$ cat config.mk
export PLATFORM = sky130hd
export DESIGN_NAME = tp_guard
export DESIGN_NICKNAME = d
export VERILOG_FILES = /design/src/rtl/tp_pkg.sv /design/src/rtl/tp_sense.sv /design/src/rtl/tp_fsm.sv /design/src/rtl/tp_status.sv /design/src/rtl/tp_guard.sv
export SDC_FILE = /design/constraint.sdc
export NUM_CORES = 1
export LEC_CHECK = 0
export ABC_AREA = 1
export BUFFER_PORTS_ARGS = -buffer_cell sky130_fd_sc_hd__clkbuf_2
export CORE_AREA = 5 5 167 169
export CTS_CLUSTER_DIAMETER = 30
export DETAILED_ROUTE_END_ITERATION = 8
export DIE_AREA = 0 0 172 174
export PLACE_DENSITY_LB_ADDON = 0.2
export REMOVE_ABC_BUFFERS = 1
export SETUP_SLACK_MARGIN = 0.4
export SYNTH_ARGS = -nofsm -noshare
export SYNTH_HDL_FRONTEND = slang
export SYNTH_SLANG_ARGS = --single-unit
$ cat constraint.sdc
create_clock -name clk -period 1.5 [get_ports clk]
set_input_delay 0.15 -clock clk [delete_from_list [all_inputs] [get_ports clk]]
set_output_delay 0.15 -clock clk [all_outputs]
set_load 0.02 [all_outputs]
$ cat src/rtl/tp_pkg.sv
package tp_pkg;
    localparam int TIERS     = 3;
    localparam int TIER_THR  = 0;
    localparam int TIER_STOP = 1;
    localparam int TIER_OFF  = 2;

    typedef enum logic [1:0] {
        ST_RUN      = 2'd0,
        ST_THROTTLE = 2'd1,
        ST_STOP     = 2'd2,
        ST_OFF      = 2'd3
    } tp_state_e;
endpackage

$ cat src/rtl/tp_sense.sv
// Holds the tier hits of one sensor, refreshed only on its sample strobe.
module tp_sense #(
    parameter int W = 16
) (
    input  logic                     clk,
    input  logic                     rst_n,
    input  logic                     clr,
    input  logic                     valid,
    input  logic [W-1:0]             value,
    input  logic [tp_pkg::TIERS*W-1:0] thr,
    input  logic [tp_pkg::TIERS-1:0] en,
    output logic [tp_pkg::TIERS-1:0] hit
);
    for (genvar t = 0; t < tp_pkg::TIERS; t++) begin : g_tier
        always_ff @(posedge clk or negedge rst_n) begin
            if (!rst_n)
                hit[t] <= 1'b0;
            else if (clr)
                hit[t] <= 1'b0;
            else if (valid)
                hit[t] <= en[t] && (value >= thr[t*W +: W]);
        end
    end
endmodule

$ cat src/rtl/tp_fsm.sv
module tp_fsm
    import tp_pkg::*;
(
    input  logic clk,
    input  logic rst_n,
    input  logic host_rst,
    input  logic any_thr,
    input  logic any_stop,
    input  logic any_off,
    output logic clr,
    output logic throttle_req,
    output logic kclk_stop,
    output logic pwr_off,
    output logic fw_trip
);
    tp_state_e state, nxt;
    logic      trip_q;

    always_comb begin
        nxt = state;
        unique case (state)
            ST_RUN, ST_THROTTLE: begin
                if (any_off)       nxt = ST_OFF;
                else if (host_rst) nxt = ST_RUN;
                else if (any_stop) nxt = ST_STOP;
                else if (any_thr)  nxt = ST_THROTTLE;
                else               nxt = ST_RUN;
            end
            ST_STOP: begin
                if (any_off)       nxt = ST_OFF;
                else if (host_rst) nxt = ST_RUN;
                else               nxt = ST_STOP;
            end
            ST_OFF: nxt = ST_OFF;
        endcase
    end

    always_ff @(posedge clk or negedge rst_n) begin
        if (!rst_n) begin
            state  <= ST_RUN;
            trip_q <= 1'b0;
        end else begin
            state  <= nxt;
            trip_q <= (nxt == ST_STOP) && (state != ST_STOP);
        end
    end

    always_comb begin
        throttle_req = 1'b0;
        kclk_stop    = 1'b0;
        pwr_off      = 1'b0;
        unique case (state)
            ST_RUN:      ;
            ST_THROTTLE: throttle_req = 1'b1;
            ST_STOP: begin
                throttle_req = 1'b1;
                kclk_stop    = 1'b1;
            end
            ST_OFF: begin
                throttle_req = 1'b1;
                kclk_stop    = 1'b1;
                pwr_off      = 1'b1;
            end
        endcase
        fw_trip = trip_q;
        clr     = host_rst && (state != ST_OFF);
    end
endmodule

$ cat src/rtl/tp_status.sv
// Sticky per-tier, per-sensor record; host clear spares the power-off tier.
module tp_status #(
    parameter int N = 6
) (
    input  logic                     clk,
    input  logic                     rst_n,
    input  logic                     clr,
    input  logic [tp_pkg::TIERS*N-1:0] hits,
    output logic [tp_pkg::TIERS*N-1:0] map
);
    localparam int HOSTCLR = tp_pkg::TIER_OFF * N;

    always_ff @(posedge clk or negedge rst_n) begin
        if (!rst_n) begin
            map <= '0;
        end else begin
            map[tp_pkg::TIER_OFF*N +: N] <= map[tp_pkg::TIER_OFF*N +: N]
                                          | hits[tp_pkg::TIER_OFF*N +: N];
            if (clr)
                map[HOSTCLR-1:0] <= '0;
            else
                map[HOSTCLR-1:0] <= map[HOSTCLR-1:0] | hits[HOSTCLR-1:0];
        end
    end
endmodule

$ cat src/rtl/tp_guard.sv
module tp_guard #(
    parameter int N = 6,
    parameter int W = 16
) (
    input  logic                          clk,
    input  logic                          rst_n,
    input  logic                          host_rst,
    input  logic [N-1:0]                  rd_valid,
    input  logic [N*W-1:0]                rd_value,
    input  logic [tp_pkg::TIERS*N*W-1:0]  thr_val,
    input  logic [tp_pkg::TIERS*N-1:0]    thr_en,
    output logic                          throttle_req,
    output logic                          kclk_stop,
    output logic                          fw_trip,
    output logic                          pwr_off,
    output logic [tp_pkg::TIERS*N-1:0]    trip_map
);
    import tp_pkg::*;

    logic [N-1:0][TIERS*W-1:0] s_thr;
    logic [N-1:0][TIERS-1:0]   s_en;
    logic [N-1:0][TIERS-1:0]   s_hit;
    logic [TIERS*N-1:0]        hits;
    logic                      clr;

    for (genvar s = 0; s < N; s++) begin : g_sens
        for (genvar t = 0; t < TIERS; t++) begin : g_map
            assign s_thr[s][t*W +: W] = thr_val[(t*N+s)*W +: W];
            assign s_en[s][t]         = thr_en[t*N+s];
            assign hits[t*N+s]        = s_hit[s][t];
        end
        tp_sense #(.W(W)) u_sense (
            .clk   (clk),
            .rst_n (rst_n),
            .clr   (clr),
            .valid (rd_valid[s]),
            .value (rd_value[s*W +: W]),
            .thr   (s_thr[s]),
            .en    (s_en[s]),
            .hit   (s_hit[s])
        );
    end

    tp_fsm u_fsm (
        .clk          (clk),
        .rst_n        (rst_n),
        .host_rst     (host_rst),
        .any_thr      (|hits[TIER_THR*N  +: N]),
        .any_stop     (|hits[TIER_STOP*N +: N]),
        .any_off      (|hits[TIER_OFF*N  +: N]),
        .clr          (clr),
        .throttle_req (throttle_req),
        .kclk_stop    (kclk_stop),
        .pwr_off      (pwr_off),
        .fw_trip      (fw_trip)
    );

    tp_status #(.N(N)) u_status (
        .clk   (clk),
        .rst_n (rst_n),
        .clr   (clr),
        .hits  (hits),
        .map   (trip_map)
    );
endmodule

After elaboration in Yosys (flattened, before gate mapping)
Cells that the tools add are included.
Storage, ports and cells
  bits of input ports: 411
  output and inout bits: 22
  bits in registers: 39
  word-level logic and storage cells: 127
Cells by class
  eq/ne operators: 6
  multiplexer cells: 47
  reduce and logical (&&, ||, !) cells: 33
  $lt $le $gt $ge: 18
  bitwise operators: 2
Operator list (count)
  16-bit >= comparator: 18
  1-bit 2-to-1 mux: 40
  1-bit logical AND: 20
  6-bit OR reduction: 3
  12-bit 2-to-1 mux: 1
  12-bit bitwise OR: 1
  2-bit nonzero test: 6
  2-bit 2-to-1 mux: 5
  2-bit equality test (second input constant): 3
  6-bit bitwise OR: 1
  2-bit one-hot mux with 3 select lines: 1
  2-bit inequality test (second input constant): 2
  2-bit OR reduction: 2
  3-bit OR reduction: 1
  2-bit by 1-bit equality test with 1-bit output (second input constant): 1
  2-bit zero test: 1

Depth between registers and ports, before layout
  depth in word-level cells: 8
  gate-level depth with buffers: 13
  depth with buffers taken out: 13

Cells and area by module
A second synthesis with hierarchy kept.
Unflattened totals
  cells, all modules: 1472
  area total of the unflattened synthesis: 9306.4 um^2
Modules (own cells, without submodules)
  tp_sense: cells an instance 232, sequential area each 75.1 um^2, instances 6, area an instance 1420.1 um^2
  tp_status: cells an instance 49, sequential area each 450.4 um^2, instances 1, area an instance 589.3 um^2
  tp_fsm: cells an instance 19, sequential area each 75.1 um^2, instances 1, area an instance 147.6 um^2
  tp_guard: cells an instance 12, sequential area each 0.0 um^2, instances 1, area an instance 48.8 um^2

Worst setup path before layout
Ideal clock, no wire load.
  kind: reg2reg
  start: register u_fsm.state[1]
  end: register g_sens[0].u_sense.hit[0] (netlist name)
  library setup time: 0.116 ns
  path buffers: 0
  slack: 0.423 ns
  arrival time: 0.961 ns
  period minus slack after synthesis: 1.077 ns
  cell stages (with the launch flop): 9
  required time: 1.384 ns
  path through: dfrtp_1 > nand2_2 > inv_4 > nor2_8 > inv_8 > nand2_2 > nor2_1 > nand2_1 > nand2_1
Between the ends
  cells in the longest elaborated chain, start to end: 3
  elaborated cells on any way between the ends: 4
  classes of those cells: eq/ne: 1; mux: 1; reduce/logical: 2
RTL lines
  start: declaration: line tp_fsm.sv:16  | tp_state_e state, nxt;
  start signal: assignment: line tp_fsm.sv:43  | state <= nxt;
  2-bit inequality test (*): line tp_fsm.sv:66  | clr = host_rst && (state != ST_OFF);
  1-bit logical AND (*): line tp_fsm.sv:66
  1-bit 2-to-1 mux / 2-bit nonzero test (equally long branches)
  end signal: indexed assignment: line tp_sense.sv:21  | hit[t] <= en[t] && (value >= thr[t*W +: W]);
  end: declaration: line tp_sense.sv:12  | output logic [tp_pkg::TIERS-1:0] hit
Mark *: on every way between the ends. The rest lies on a longest branch, timed or not.
A chain may end at the register's enable or synchronous reset.

Worst setup path in the final report
  start: register u_fsm.state[1]
  end: output throttle_req
Between the ends
  cells in the longest elaborated chain, start to end: 3
  elaborated cells on any way between the ends: 5
  classes of those cells: eq/ne: 3; mux: 1; reduce/logical: 1
RTL lines
  2-bit by 1-bit equality test with 1-bit output / 2-bit equality test (equally long branches): line tp_fsm.sv:52  | unique case (state)
  3-bit OR reduction (no source line) (*)
  1-bit 2-to-1 mux (*): line tp_fsm.sv:52
  end: declaration: line tp_guard.sv:12  | output logic throttle_req,
Marks and branches as above.

==> results.md <==
- Status: completed
- Minimum clock period: 1.24 ns
- Layout area overhead: 31.5%
- First-pass GRT wire length: 46,600 um
- Layout cells sized above 1: 0.247
- Synthesized flop and latch total: 39
- Largest net degree at the start of global routing: 25
- Critical path fanouts, max: 4
- Die X: 172 um
- TNS Setup: 0 ns
- Buf+Inv Stages, Crit Path: 1
- Area leader, netlist: ha_1
- Most common cell after layout, fill and taps aside: clkbuf_2
- Drt total wl: 29,000 um
- PortBufs: 432
- Crit path capture type: output port
- Sequential Area: 976 um2
- Die height: 174 um
- Final hold vios: 0
- Final worst slack: 0.264 ns
- Starting Density: 0.355
- GRT Resource Usage Total: 0.188
- Static leakage: 8.46 nW
- Largest stage delay on the critical path: 0.41 ns
- CP Cell Sequence: or2_4 -> clkbuf_8
- Commonest cells after routing, fill and taps aside: clkbuf_2 (429), inv_1 (422), nand2_1 (399)
- Final Power: 4.83 mW
- CTS Buf Count: 5
- Hold Crit Class: in2reg
- Switch Pwr: 1.90 mW
- Antenna violations before repair: 1
- Max-slew headroom: 0.674
- DRT antenna net count: 0
- Internal power: 2.93 mW
- Req. time, crit path: 1.35 ns
- Max_cap viols: 0
- DR iter-0 viols: 246
- Die area: 0.0299 mm2
- Clock share of power: 0.202
- Netlist cell types: 19
- CTS tree: done
- Critical path's top delay family: flip-flops
- Power Density: 392 mW/mm2
- WP data arrival: 1.09 ns
- Final Wtd Congestion: 0.899
- Fmax: 0.809 GHz
- Total grt overflow: 0
- Total of warnings raised by yosys: 0
- Vias per Instance: 4.44
- Post-synthesis sequential area ratio: 0.104
- Critical path type: reg2out
- Clock Sinks: 39
- Post-detail-place hpwl: 27,300 um
- DR vias: 10,200
- Post-Syn Instances: 1,500
- Avg WL per Cell: 12.7 um
- Boundary Pins: 433
- Comb power frac: 0.558
- Clk slew on worst S/H paths: 0.06 ns
- Root buf cell: clkbuf_16
- Clk_skew: 0.00426 ns
- Cell Area, Synth: 0.00937 mm2
- CP startpoint kind: register
- Unrepaired setup endpoints after global routing: yes
- Max H-tree Level: 2
- Worst Max-Slew Pin Slew: 0.489 ns
- Worst vdd ir: 0.000331 V
- Sequential power share: 0.240
- Slew Viols, Final: 0
- Post-layout nets: 2,645
- Part of the cycle the worst path needs: 0.824
- Vias in the first global route: 10,500
- Fill cells: 2,892
- Yosys top cell area share: 0.384
- Pre-antenna DRT Iters: 7
- Number of core rows: 60
- Net Sw Frac: 0.393
- Syn Area/Cell: 6.25 um2
- Residual DRC: 0
- CORE AREA: 0.0264 mm2
- CP max stage cell: dfrtp_1
- Clock Latency Late Sink: 0.28 ns
- Maximum clock path buffer count: 2
- Final setup fails: 0
- Area of the multi-input gates: 0.00689 mm2
- Pre-CTS WS: 0.0938 ns
- Largest cells by area after synthesis: ha_1 (38%), inv_1 (17%), nand2_1 (16%), dfrtp_1 (10%), a21oi_1 (6.7%)
-- final timing paths --
| check | from | slack (ns) | to | cells after the start |
|---|---|---|---|---|
| worst max-delay path | u_fsm.state[1]$_DFF_PN0_ | 0.26 | throttle_req | 2 |
| worst min-delay path | thr_en[2] | 0.15 | g_sens[2].u_sense.hit[0]$_DFFE_PN0P_ | 5 |
| worst max register to register | u_fsm.state[1]$_DFF_PN0_ | 0.31 | g_sens[2].u_sense.hit[2]$_DFFE_PN0P_ | 8 |
| worst min register to register | u_status.map[13]$_DFF_PN0_ | 0.46 | u_status.map[13]$_DFF_PN0_ | 1 |
| max in group asynchronous | rst_n | 0.59 | u_status.map[2]$_DFF_PN0_ | 3 |
| min in group asynchronous | rst_n | 0.40 | u_status.map[8]$_DFF_PN0_ | 2 |
-- kinds of logic (layout without fill, tap and decap cells) --
logic type | Yosys count | in the layout | synth area share
AO/OA/AOI/OAI | 163 | 163 | 0.0873
AND/OR/NAND/NOR | 583 | 583 | 0.252
flip-flops | 39 | 39 | 0.104
adder cells (fa/ha/maj) | 288 | 288 | 0.384
buffers and inverters | 427 | 872 | 0.172
other | 0 | 1 | 0
-- layout make-up --
type / count / area share
timing repair buffer: 441 / 0.187
tap: 341 / 0.0346
inverter: 425 / 0.130
antenna: 1 / 0.000203
multi-input combinational: 1034 / 0.559
sequential: 39 / 0.0792
clock buffer: 6 / 0.0105
-- cell usage after synthesis --
master    count
clkbuf_1      1
buf_4         1
inv_8         1
inv_4         1
nand2_2       7
nor2_1      109
inv_1       422
nand4_1      37
nand2_1     400
inv_2         1
o21ai_0      36
a21oi_1     126
o211ai_1      1
nand3_1       2
ha_1        288
dfrtp_1      39
nor2_8        1
or2_2         7
nor3_1       20
-- state kept, by name (all words and copies together), names as in the netlist --
| signal | count |
|---|---|
| u_fsm.state | 2 |
| u_fsm.fw_trip | 1 |
| g_sens.u_sense.hit | 18 |
| u_status.map | 18 |
-- power groups by stage --
stage	clock (mW)	sequential, mW	combinational, mW
floorplan	0	1.15	1.60
global placement	0	1.18	2.64
detailed placement	0	1.18	2.71
CTS	1.02	1.16	2.75
global route	1.07	1.17	3.21
finish	0.977	1.16	2.70
-- metal layers --
metal | vias up | track usage | part of all wire
li1 | 5538 | - | -
met1 | 4289 | 0.217 | 0.41
met2 | 286 | 0.353 | 0.49
met3 | 42 | 0.0393 | 0.075
met4 | 0 | 0.0419 | 0.022
met5 | - | 0 | 0
-- what timing repair did --
action                                  in CTS  in global routing
endpoints found under the setup margin      30                 35
resized for setup                           32                 11
hold endpoints to repair                    15                  0
buffers inserted                             3                  3
pin swaps                                   18                  3
hold buffers                                 1                  0
-- worst reg2reg max path: stages (launching register included) --
cell	delay [ns]
dfrtp_1	0.41
nand2_2	0.11
inv_4	0.05
nor2_8	0.17
inv_8	0.11
nand2_4	0.08
nor2_1	0.04
nand2_1	0.05
nand2_1	0.05
-- through the flow --
step	std cells	cell area (um2)	util	hold slack, ns
4_1_cts	2283	12300	0.464	0.143
3_5_place_dp	2273	12000	0.453	0.129
6_report	2287	12300	0.466	0.152
3_3_place_gp	2273	12000	0.453	0.136
5_1_grt	2287	12300	0.466	0.172
2_1_floorplan	1498	9360	-	-0.146
Power figures use the tool's default switching activity.
